$ cat src/rtl/lru_tag_cache.sv
module lru_tag_cache #(
  parameter int ADDR_W      = 32,
  parameter int CACHE_BYTES = 128,
  parameter int LINE_BYTES  = 8,
  parameter int WAYS        = 4,
  parameter int MAX_SIZE    = 16,
  parameter int SIZE_W      = $clog2(MAX_SIZE) + 1
) (
  input  logic              clk,
  input  logic              rst_n,
  input  logic              req_valid,
  output logic              req_ready,
  input  logic [ADDR_W-1:0] req_addr,
  input  logic [SIZE_W-1:0] req_size,
  output logic              resp_valid,
  output logic              resp_hit,
  output logic              resp_err
);
  localparam int SETS  = CACHE_BYTES / LINE_BYTES / WAYS;
  localparam int OFF_W = $clog2(LINE_BYTES);
  localparam int IDX_W = $clog2(SETS);
  localparam int TAG_W = ADDR_W - OFF_W - IDX_W;
  localparam int WAY_W = (WAYS > 1) ? $clog2(WAYS) : 1;

  logic [TAG_W-1:0] tag_q [SETS][WAYS];
  logic             vld_q [SETS][WAYS];

  logic             busy_q, hit1_q;
  logic [IDX_W-1:0] set2_q;
  logic [TAG_W-1:0] tag2_q;
  logic             resp_valid_q, resp_hit_q, resp_err_q;

  logic [ADDR_W-1:0] last_addr;
  logic [IDX_W-1:0]  set_a, set_b, set_nxt, cur_set;
  logic [TAG_W-1:0]  tag_a, tag_b, cur_tag;
  logic              accept, same_set, next_set, bad_span, lk_en;
  logic [WAYS-1:0]   hit_vec;
  logic              hit_any;
  logic [WAY_W-1:0]  hit_pos;

  assign req_ready  = !busy_q;
  assign accept     = req_valid && req_ready;
  assign last_addr  = req_addr + ADDR_W'(req_size) - ADDR_W'(1);
  assign set_a      = req_addr[OFF_W +: IDX_W];
  assign set_b      = last_addr[OFF_W +: IDX_W];
  assign tag_a      = req_addr[ADDR_W-1 -: TAG_W];
  assign tag_b      = last_addr[ADDR_W-1 -: TAG_W];
  assign set_nxt    = set_a + IDX_W'(1);
  assign same_set   = (set_a == set_b);
  assign next_set   = !same_set && (set_nxt == set_b);
  assign bad_span   = !same_set && !next_set;
  assign cur_set    = busy_q ? set2_q : set_a;
  assign cur_tag    = busy_q ? tag2_q : tag_a;
  assign lk_en      = busy_q || (accept && !bad_span);

  always_comb begin
    hit_pos = '0;
    for (int w = WAYS - 1; w >= 0; w--) begin
      hit_vec[w] = vld_q[cur_set][w] && (tag_q[cur_set][w] == cur_tag);
      if (hit_vec[w]) hit_pos = WAY_W'(w);
    end
    hit_any = |hit_vec;
  end

  always_ff @(posedge clk) begin
    if (!rst_n) begin
      for (int s = 0; s < SETS; s++)
        for (int w = 0; w < WAYS; w++) begin
          vld_q[s][w] <= 1'b0;
          tag_q[s][w] <= '0;
        end
    end else if (lk_en) begin
      tag_q[cur_set][0] <= cur_tag;
      vld_q[cur_set][0] <= 1'b1;
      for (int w = 1; w < WAYS; w++)
        if (!hit_any || w <= int'(hit_pos)) begin
          tag_q[cur_set][w] <= tag_q[cur_set][w-1];
          vld_q[cur_set][w] <= vld_q[cur_set][w-1];
        end
    end
  end

  always_ff @(posedge clk) begin
    if (!rst_n) begin
      busy_q       <= 1'b0;
      hit1_q       <= 1'b0;
      set2_q       <= '0;
      tag2_q       <= '0;
      resp_valid_q <= 1'b0;
      resp_hit_q   <= 1'b0;
      resp_err_q   <= 1'b0;
    end else begin
      resp_valid_q <= busy_q || (accept && !next_set);
      resp_err_q   <= accept && bad_span;
      resp_hit_q   <= busy_q ? (hit1_q && hit_any) : (accept && !bad_span && hit_any);
      if (accept) begin
        busy_q <= next_set;
        hit1_q <= hit_any;
        set2_q <= set_b;
        tag2_q <= tag_b;
      end else begin
        busy_q <= 1'b0;
      end
    end
  end

  assign resp_valid = resp_valid_q;
  assign resp_hit   = resp_hit_q;
  assign resp_err   = resp_err_q;

  AST_MRU_AFTER_LOOKUP: assert property (@(posedge clk) disable iff (!rst_n)
    lk_en |=> (vld_q[$past(cur_set)][0] && tag_q[$past(cur_set)][0] == $past(cur_tag)));
  AST_SINGLE_LATENCY: assert property (@(posedge clk) disable iff (!rst_n)
    (accept && same_set) |=> (resp_valid && !resp_err));
  AST_STRADDLE_HOLD: assert property (@(posedge clk) disable iff (!rst_n)
    (accept && next_set) |=> (!req_ready && !resp_valid));
  AST_STRADDLE_RESPONDS: assert property (@(posedge clk) disable iff (!rst_n)
    busy_q |=> (resp_valid && req_ready));
  AST_ERR_IS_MISS: assert property (@(posedge clk) disable iff (!rst_n)
    resp_err |-> (resp_valid && !resp_hit));
  AST_IDLE_SILENT: assert property (@(posedge clk) disable iff (!rst_n)
    (!req_valid && !busy_q) |=> !resp_valid);
endmodule

$ cat config.mk
export PLATFORM = sky130hd
export DESIGN_NAME = lru_tag_cache
export DESIGN_NICKNAME = d
export VERILOG_FILES = /design/src/rtl/lru_tag_cache.sv
export SDC_FILE = /design/constraint.sdc
export NUM_CORES = 1
export LEC_CHECK = 0
export BUFFER_PORTS_ARGS = -buffer_cell sky130_fd_sc_hd__buf_2
export CAP_MARGIN = 20
export CORE_MARGIN = 2
export CORE_UTILIZATION = 40
export CTS_CLUSTER_SIZE = 14
export DETAILED_ROUTE_END_ITERATION = 10
export HOLD_SLACK_MARGIN = 0.1
export PLACE_DENSITY = 0.65
export SLEW_MARGIN = 25
export SYNTH_ARGS = -nofsm -noshare
export SYNTH_HDL_FRONTEND = slang
export SYNTH_SLANG_ARGS = --single-unit
$ cat constraint.sdc
create_clock -name clk -period 10.2 [get_ports clk]
set_input_delay 0.51 -clock clk [delete_from_list [all_inputs] [get_ports clk]]
set_output_delay 0.51 -clock clk [all_outputs]
set_load 0.005 [all_outputs]
==> results of run 1 <==
[state kept, by name, indices dropped and copies added (netlist names)]
| register | count |
|---|---|
| resp_valid | 1 |
| resp_hit | 1 |
| tag_q | 432 |
| hit1_q | 1 |
| vld_q | 16 |
| set2_q | 2 |
| resp_err | 1 |
| tag2_q | 27 |
| busy_q | 1 |
[cell usage in the layout (no fill, tap or decap), drive strengths merged, types with 4 or more instances in the layout]
master	instances
a2111oi	7
a211oi	33
a21boi	6
a21o	10
a21oi	57
a221oi	5
a31oi	15
and2	32
and3	69
and4	4
buf	114
bufinv	4
clkbuf	63
clkinv	23
dfxtp	38
edfxtp	444
ha	33
inv	52
mux2	38
mux2i	195
nand2	154
nand3	36
nand4	15
nor2	321
nor2b	45
nor3	107
nor4	12
o2111ai	6
o211ai	5
o21a	5
o21ai	30
o22ai	14
or3	8
or4	28
xnor2	97
xor2	51
[stage by stage]
stage / util, % / cell area (µm²)
finish: 44.5 / 27300
global route: 44.5 / 27300
CTS: 44.5 / 27300
detailed placement: 41.9 / 25700
global placement: 41.9 / 25700
floorplan: - / 24700
[cells by family after synthesis]
logic type	count (synthesis)
DFF	482
xor gates and xnor gates	148
and+or+nand+nor	835
muxes	235
AOI/OAI and AO/OA	222
adders and majority gates	33
buffers and inverters	215
[power breakdown]
part,internal (mW),switching (mW),total [mW]
combinational,0.325,0.677,1.00
sequential,2.32,0.0504,2.37
clock,1.04,0.770,1.81
[final timing paths]
| kind | start | endpoint | slack, ns | depth (start not counted) |
|---|---|---|---|---|
| max | busy_q$_SDFF_PN0_ | tag_q[0][10]$_SDFFCE_PN0P_ | 3.65 | 13 |
| min | req_valid | resp_valid$_SDFF_PN0_ | 0.35 | 3 |
| max reg2reg | busy_q$_SDFF_PN0_ | tag_q[0][10]$_SDFFCE_PN0P_ | 3.65 | 13 |
| min reg2reg | tag2_q[13]$_SDFFE_PN0P_ | tag2_q[13]$_SDFFE_PN0P_ | 0.45 | 2 |
[layout make-up]
class	count	share of cell area, %
Antenna cell	1	0.00917
Clock buffer	63	5.00
Clock inverter	29	0.862
Inverter	52	0.715
Multi-Input combinational cell	1473	35.4
Sequential cell	482	51.6
Tap cell	790	3.62
Timing Repair Buffer	114	2.80
[worst max-delay path, cell delays in order, from the launching register on]
cell and delay, ns:
dfxtp_2 0.32, buf_4 0.56, mux2_4 0.87, buf_4 0.64
nor3_1 0.10, or4_1 0.68, xnor2_1 0.19, a2111oi_0 0.42
nand3_1 0.13, or4_1 0.42, buf_4 0.33, nand3_1 0.72
nand2_1 0.42, buf_4 0.36
[per-layer routing]
metal	up-vias	part of all wire [%]	global-route usage, %
met5	-	0.018	0
met4	2	3.7	8.11
met3	163	8.7	5.71
met2	746	47	36.3
met1	8628	41	28.9
li1	7820	-	-
==> results.json, run 1 <==
{
  "outcome": "finished, final reports clean",
  "synth_area_um2": 24700,
  "worstPathRequired_ns": 10.51,
  "whs_ns": 0.354,
  "num_rows": 91,
  "postCtsSetupRepairBufs": 0,
  "startpoint_type": "flip-flop",
  "synth-seq-area-share_pct": 57.1,
  "core_um2": 61400,
  "synth-seq-cells": 482,
  "synth_area_leaders": "edfxtp_1 54%, mux2i_1 7.7%, nor2_1 4.9%",
  "start_util_pct": 40.2,
  "clk_pin_slew_ns": 0.06,
  "vias": 17400,
  "post-route-period-util_pct": 64.2,
  "cts_resized": 0,
  "io_pins": 44,
  "wl_mm": 71.3,
  "routed_via_density": 5.78,
  "cp_max_fo": 68,
  "drc": 0,
  "synth_xor_area_share_pct": 5.25,
  "worstMarginPinSlew_ns": 1.13,
  "ctsHoldBuffers": 0,
  "yosys.area.top_type_share_pct": 54.0,
  "fin_ws_ns": 3.65,
  "cellPowerDensity_nw_per_um2": 190,
  "drive_gt1_share_pct": 11.3,
  "fin_nets": 2247,
  "yosysUniqueCellTypes": 70,
  "ir_drop_v": 0.000145,
  "clock_latency_ns": 0.60,
  "grt_usage_pct": 22.4,
  "antenna_found_initial": 1,
  "drt_iter0_drc": 1905,
  "htree_levels": 2,
  "avgSynthCellArea_um2": 11.4,
  "grt_pass1_vias": 17200,
  "synth_adder_area_share_pct": 1.67,
  "relSlewSlack_pct": 24.3,
  "endpoint_kind": "flip-flop",
  "synth-async-reset-ratio_pct": 0,
  "synth_compound_area_share_pct": 5.99,
  "slew_violations": 0,
  "synth_ff_type": "edfxtp_1",
  "numPortBuffers": 43,
  "cts_root_buffer": "clkbuf_16",
  "syn_to_final_growth_pct": 10.5,
  "finalNonFillerCells": 3004,
  "dieHeight_um": 253,
  "yosysMostFrequentCell": "edfxtp_1",
  "synth_top_family_by_area": "simple AND/OR/NAND/NOR gates",
  "ys_warn_count": 0,
  "postSynthCellCount": 2170,
  "synthMuxAreaShare_pct": 9.96,
  "tns_ns": 0,
  "first_pass_iters": 5,
  "synth_top_area_cell": "edfxtp_1",
  "synthSimpleGateAreaFrac_pct": 15.9,
  "dp_cells": 2911,
  "fill_cells": 5550,
  "grt_max_degree": 143,
  "dp_hpwl_mm": 46.9,
  "regArea_um2": 14100,
  "hold_viol": 0,
  "hold_class": "primary input to flip-flop",
  "numCtsBuffers": 51,
  "rsz0062_at_grt": "false",
  "syn-num-nets": 2243,
  "min_period_ns": 6.55,
  "max_cap_violations": 0,
  "grt_first_pass_wirelength_mm": 107,
  "fin_skew_ns": 0.0185,
  "crit_type": "flip-flop to flip-flop",
  "gp_congestion": 0.892,
  "yosys-top-cells-count": "444 x edfxtp_1, 320 x nor2_1, 191 x mux2i_1",
  "synth_edf_count": 444,
  "clkSinkCount": 482,
  "max_clock_freq_ghz": 0.153,
  "clockBufferDepth": 3,
  "setup_viol": 0,
  "place_ws_ns": 3.72,
  "multi_input_area_um2": 9660,
  "power_mw": 5.19,
  "detail-route-antenna-nets": 0,
  "dieArea_um2": 63800,
  "die_w_um": 253,
  "p_leak_nw": 10.5,
  "gr-total-overflow": 0,
  "wl_per_cell_um": 23.7,
  "cts_tree": "done",
  "arrival_ns": 6.86
}
Power figures use the tool's default switching activity.
==> inputs of run 2 (changes only) <==
==> constraint.sdc (replaced) <==
create_clock -name clk -period 6.3 [get_ports clk]
set_input_delay 0.315 -clock clk [delete_from_list [all_inputs] [get_ports clk]]
set_output_delay 0.315 -clock clk [all_outputs]
set_load 0.005 [all_outputs]
==> run 2 against run 1 <==
Net effect:
- clock power grew 58%
- first-iteration DRC count shrank 3.1%
- fmax grew 23%
- sequential power grew 62%
- final cell count grew 0.47%
- count of clock-buffer cells in the layout grew 1
- hold slack lost 0.23 ns
- total power grew 61%
- combinational power grew 64%
- critical path depth shrank 3
- sequential share of layout area shrank 0.14 points
- largest power group unchanged
==> results.json, run 2 (synthesized netlist as in run 1, its figures left out) <==
{
  "relSlewSlack_pct": 20.1,
  "vias": 17500,
  "fin_ws_ns": 0.967,
  "antenna_found_initial": 1,
  "fin_skew_ns": 0.0186,
  "clock_latency_ns": 0.59,
  "io_pins": 44,
  "p_switching_mw": 2.40,
  "cts_resized": 0,
  "place_ws_ns": 1.19,
  "slew_violations": 0,
  "worstPathRequired_ns": 6.60,
  "outcome": "finished, final reports clean",
  "min_period_ns": 5.33,
  "worstMarginPinSlew_ns": 1.17,
  "finalNonFillerCells": 3018,
  "routed_via_density": 5.79,
  "p_comb_share_pct": 19.7,
  "cts_root_buffer": "clkbuf_16",
  "fin_nets": 2263,
  "hold_viol": 0,
  "grt_max_degree": 103,
  "grt_pass1_vias": 16900,
  "clkPwrFrac_pct": 34.3,
  "startpoint_type": "flip-flop",
  "p_sw_share_pct": 28.8,
  "clk_pin_slew_ns": 0.06,
  "drt_iter0_drc": 1845,
  "crit_type": "flip-flop to flip-flop",
  "wl_per_cell_um": 23.9,
  "dp_hpwl_mm": 48.0,
  "setup_viol": 0,
  "max_stage_delay_ns": 0.77,
  "rsz0062_at_grt": "false",
  "wl_mm": 72.0,
  "p_int_mw": 5.93,
  "dieArea_um2": 63800,
  "start_util_pct": 40.2,
  "tns_ns": 0,
  "top_layer": "met4",
  "numCtsBuffers": 50,
  "p_seq_share_pct": 46.0,
  "top_register": "tag_q",
  "detail-route-antenna-nets": 0,
  "power_mw": 8.33,
  "ir_drop_v": 0.000231,
  "endpoint_kind": "flip-flop",
  "grt_usage_pct": 22.4,
  "syn_to_final_growth_pct": 10.8,
  "clkSinkCount": 482,
  "htree_levels": 2,
  "wl_met3_mm": 6.18,
  "largest_registers": "tag_q x432, tag2_q x27, vld_q x16",
  "dp_cells": 2928,
  "clockBufferDepth": 3,
  "gr-total-overflow": 0,
  "drive_gt1_share_pct": 11.7,
  "ctsHoldBuffers": 0,
  "num_rows": 91,
  "cp_max_fo": 102,
  "cellPowerDensity_nw_per_um2": 304,
  "final_cell_mix": "444 x edfxtp_1, 320 x nor2_1, 185 x mux2i_1",
  "cp_cell_sequence": "mux2_8 -> mux2i_1 -> o22ai_1 -> a2111oi_0 -> a21oi_1 -> nor4_1 -> a2bb2oi_1 -> nand3_1 -> nand2_1 -> buf_4",
  "wl_met2_mm": 34.4,
  "m1WireLength_mm": 28.8,
  "max_cap_violations": 0,
  "hold_class": "primary input to flip-flop",
  "gp_congestion": 0.894,
  "grt_first_pass_wirelength_mm": 106,
  "cp_slowest_cell": "mux2_8",
  "first_pass_iters": 5,
  "postCtsSetupRepairBufs": 0,
  "cts_tree": "done",
  "largest_reg_flops": 432,
  "die_w_um": 253,
  "p_leak_nw": 10.6,
  "dieHeight_um": 253,
  "max_clock_freq_ghz": 0.188,
  "drc": 0,
  "post-route-period-util_pct": 84.6,
  "numPortBuffers": 43,
  "core_um2": 61400,
  "final_common_cell": "edfxtp_1",
  "arrival_ns": 5.63
}
-- run 2: changes by cell type in the layout (fill, tap and decap cells not counted), sizes merged --
cell | previous run | this run
clkbuf | 63 | 64
inv | 52 | 53
clkinv | 23 | 20
buf | 114 | 131
clkinvlp | 2 | 0
-- run 2: power groups by stage --
stage                     sequential, mW  clock [mW]  combinational [mW]
after floorplan                     3.87           0                1.08
after global placement              3.89           0                1.59
after detailed placement            3.90           0                1.61
after CTS                           3.83        2.88                1.62
after global routing                3.85        3.02                1.73
final                               3.84        2.86                1.64
-- run 2: critical path: cells and delay by family (launching register included) --
| family | cells | cell delay [ns] |
|---|---|---|
| AO/OA/AOI/OAI | 4 | 1.47 |
| buffers and inverters | 1 | 0.29 |
| flip-flops | 1 | 0.45 |
| multiplexers | 2 | 1.36 |
| AND/OR/NAND/NOR | 3 | 1.34 |
-- run 2: cell type report --
cell class | instances | area [µm²]
Fill cell | 5610 | 34000
Sequential cell | 482 | 14100
Multi-Input combinational cell | 1473 | 9680
Clock buffer | 64 | 1330
Tap cell | 790 | 988
Timing Repair Buffer | 131 | 876
Clock inverter | 25 | 216
Inverter | 52 | 195
Antenna cell | 1 | 2.50
-- run 2: routing by layer --
layer  GRT usage, %  vias up
met5              0        -
met4           8.72        0
met3           3.91      164
met2           37.1      815
met1           29.2     8627
li1               -     7865
-- run 2: stage by stage --
step	hold WS (ns)	utilization, %	instance area (µm²)
after floorplan	0.432	-	24700
after global placement	0.438	42.1	25800
after detailed placement	0.443	42.1	25800
after CTS	0.113	44.6	27400
after global routing	0.130	44.6	27400
final	0.127	44.6	27400
-- run 2: path summary, 6_finish.rpt --
check	startpoint	end	slack [ns]	cells past startpoint
max	busy_q$_SDFF_PN0_	tag_q[3][17]$_SDFFCE_PN0P_	0.97	10
min	req_valid	resp_valid$_SDFF_PN0_	0.13	3
max reg2reg	busy_q$_SDFF_PN0_	tag_q[3][17]$_SDFFCE_PN0P_	0.97	10
min reg2reg	tag2_q[5]$_SDFFE_PN0P_	tag2_q[5]$_SDFFE_PN0P_	0.45	2
==> inputs of run 3 (changes only) <==
--- a/config.mk
+++ b/config.mk
@@ -5,6 +5,7 @@
 export SDC_FILE = /design/constraint.sdc
 export NUM_CORES = 1
 export LEC_CHECK = 0
+export ABC_AREA = 1
 export BUFFER_PORTS_ARGS = -buffer_cell sky130_fd_sc_hd__buf_2
 export CAP_MARGIN = 20
 export CORE_MARGIN = 2
@@ -12,7 +13,7 @@
 export CTS_CLUSTER_SIZE = 14
 export DETAILED_ROUTE_END_ITERATION = 10
 export HOLD_SLACK_MARGIN = 0.1
-export PLACE_DENSITY = 0.65
+export PLACE_DENSITY = 0.67
 export SLEW_MARGIN = 25
 export SYNTH_ARGS = -nofsm -noshare
 export SYNTH_HDL_FRONTEND = slang
==> constraint.sdc (replaced) <==
create_clock -name clk -period 4.9 [get_ports clk]
set_input_delay 0.245 -clock clk [delete_from_list [all_inputs] [get_ports clk]]
set_output_delay 0.245 -clock clk [all_outputs]
set_load 0.005 [all_outputs]
==> run 3 against run 2 <==
Net effect:
- first-iteration DRC count up 46%
- combinational power up 56%
- utilization up 0.43 points
- clock power up 31%
- non-clock buffer count up 7
- hold slack worse by 0.0035 ns
- sequential share of layout area down 2.9 points
- final cell count up 42%
- via count up 27%
- sequential power up 28%
- largest cell class unchanged
==> results.json, run 3 <==
{
  "outcome": "finished, final reports clean",
  "dieHeight_um": 259,
  "fill_cells": 6381,
  "worstMarginPinSlew_ns": 0.928,
  "r2r_start": "busy_q$_SDFF_PN0_",
  "cts_tree": "done",
  "min_period_ns": 4.26,
  "fin_skew_ns": 0.0222,
  "dp_hpwl_mm": 58.3,
  "grt_use_met2_pct": 38.3,
  "vias": 22300,
  "htree_levels": 2,
  "p_leak_nw": 14.0,
  "postSynthCellCount": 3347,
  "yosysMostFrequentCell": "nand2_1",
  "detail-route-antenna-nets": 0,
  "grt_util_met1_pct": 34.0,
  "busiest_layer": "met2",
  "r2r_cells": 18,
  "final_cell_area_um2": 29000,
  "largest_registers": "tag_q x432, tag2_q x27, vld_q x16",
  "num_rows": 93,
  "post-route-period-util_pct": 86.9,
  "max_cap_violations": 0,
  "diodes": 0,
  "grt_first_pass_wirelength_mm": 126,
  "yosys-top-cells-count": "1262 x nand2_1, 580 x nor2_1, 444 x edfxtp_1",
  "final_common_cell": "nand2_1",
  "drive_gt1_share_pct": 6.84,
  "largest_reg_flops": 432,
  "finalNonFillerCells": 4292,
  "synth_area_leaders": "edfxtp_1 51%, nand2_1 18%, nor2_1 8.4%",
  "cts_root_buffer": "clkbuf_16",
  "gr-usage-met3_pct": 5.83,
  "avgSynthCellArea_um2": 7.79,
  "synth_ff_type": "edfxtp_1",
  "yosys.area.top_type_share_pct": 51.2,
  "place_area_um2": 27500,
  "wl_mm": 84.7,
  "relSlewSlack_pct": 37.7,
  "clk_pin_slew_ns": 0.07,
  "start_util_pct": 40.4,
  "grt_usage_pct": 25.0,
  "numCtsBuffers": 51,
  "whs_ns": 0.123,
  "grt_max_degree": 77,
  "arrival_ns": 4.60,
  "wl_per_cell_um": 19.7,
  "slew_violations": 0,
  "core_um2": 64500,
  "gp_congestion": 0.936,
  "synth_edf_count": 444,
  "dp_cells": 4199,
  "antenna_found_initial": 1,
  "fin_nets": 3471,
  "final_cell_mix": "1258 x nand2_1, 580 x nor2_1, 444 x edfxtp_1",
  "cellPowerDensity_nw_per_um2": 386,
  "yosysUniqueCellTypes": 36,
  "gr-total-overflow": 0,
  "syn_to_final_growth_pct": 11.4,
  "clkSinkCount": 482,
  "synth-async-reset-ratio_pct": 0,
  "ir_drop_v": 0.000268,
  "crit_type": "flip-flop to flip-flop",
  "cts_resized": 0,
  "hold_viol": 0,
  "synth-seq-cells": 482,
  "routed_via_density": 5.19,
  "place_ws_ns": 0.761,
  "numPortBuffers": 43,
  "setup_viol": 0,
  "die_w_um": 259,
  "max_clock_freq_ghz": 0.235,
  "dieArea_um2": 67200,
  "synth-seq-area-share_pct": 54.1,
  "drt_iter0_drc": 2696,
  "clock_latency_ns": 0.61,
  "rr_endpoint": "tag_q[3][0]$_SDFFCE_PN0P_",
  "endpoint": "tag_q[3][0]$_SDFFCE_PN0P_",
  "synth_top_area_cell": "edfxtp_1",
  "startpoint": "busy_q$_SDFF_PN0_",
  "grt_pass1_vias": 20300,
  "synth_area_um2": 26100,
  "worstPathRequired_ns": 5.24,
  "top_register": "tag_q",
  "first_pass_iters": 6,
  "rsz0062_at_grt": "false",
  "reg2reg_slack_ns": 0.64,
  "syn-num-nets": 3420,
  "io_pins": 44,
  "drc": 0,
  "cp_max_fo": 76,
  "hold_class": "primary input to flip-flop",
  "tns_ns": 0,
  "endpoint_kind": "flip-flop",
  "fin_ws_ns": 0.642,
  "ys_warn_count": 0,
  "clockBufferDepth": 3,
  "startpoint_type": "flip-flop"
}
-- run 3: changes by cell type after synthesis, sizes merged, moves of 38 or more --
cell   change
and3      -69
inv      +366
mux2      -38
mux2i    -195
nand2   +1112
nand3    +151
nor2     +261
nor2b     -45
nor3     -102
o21ai     +87
xnor2     -93
xor2      -42
-- run 3: metrics by stage --
step | util (%) | power [mW]
after global placement | 42.6 | 7.45
after CTS | 45.0 | 11.2
after global routing | 45.0 | 11.7
after detailed placement | 42.6 | 7.48
after floorplan | - | 6.50
final | 45.0 | 11.2
-- run 3: what timing repair did --
action | in CTS | in global routing
setup buffers | 0 | 0
hold buffers | 1 | 0
hold endpoints to repair | 1 | 0
-- run 3: cells by family after synthesis --
group                    count (synthesis)  share of synthesized area [%]
AND/OR/NAND/NOR                       2061                           31.0
buffers and inverters                  559                           8.83
flip-flops                             482                           54.1
AO/OA/AOI/OAI                          199                           4.11
adder cells (fa/ha/maj)                 33                           1.58
XOR/XNOR                                13                          0.437
-- run 3: worst min path at each step --
stage               depth (start not counted)           startpoint                      end  slack [ns]
detailed placement                          2  vld_q[1][3]$_DFF_P_      vld_q[1][3]$_DFF_P_        0.44
global route                                6         req_addr[30]  tag2_q[26]$_SDFFE_PN0P_        0.14
CTS                                         6         req_addr[30]  tag2_q[26]$_SDFFE_PN0P_        0.11
finish                                      6         req_addr[30]  tag2_q[26]$_SDFFE_PN0P_        0.12
floorplan                                   2            req_valid    resp_valid$_SDFF_PN0_        0.39
global placement                            2  vld_q[2][3]$_DFF_P_      vld_q[2][3]$_DFF_P_        0.44
-- run 3: metal layers --
metal	wire, µm	part of all wire [%]
met5	0	0
met4	3890	4.6
met3	9260	11
met2	37600	44
met1	34000	40
-- run 3: critical path, cell delays in order (launching register included) --
cell and delay, ns:
dfxtp_2 0.72, inv_2 0.19, nand2_2 0.17, nand2_8 0.27
buf_12 0.36, buf_4 0.24, o21ai_0 0.15, nand2_1 0.10
nand2_2 0.19, nand2_1 0.20, nand2_1 0.12, nand2_1 0.05
nor2_1 0.08, nand3_1 0.08, nor2_1 0.28, inv_1 0.15
nand3_1 0.14, buf_4 0.35, nor2_1 0.08
-- run 3: cell type report --
type	count	area (µm²)	area share [%]
Sequential cell	482	14100	48.5
Multi-Input combinational cell	2306	9700	33.4
Inverter	419	1570	5.42
Clock buffer	63	1320	4.55
Tap cell	855	1070	3.68
Timing Repair Buffer	138	1030	3.55
Clock inverter	29	244	0.840
-- run 3: power by group --
| part | leakage, nW | internal (mW) | switching [mW] |
|---|---|---|---|
| clock network | 0.773 | 2.12 | 1.64 |
| registers | 4.92 | 4.81 | 0.0868 |
| logic | 8.26 | 0.626 | 1.93 |
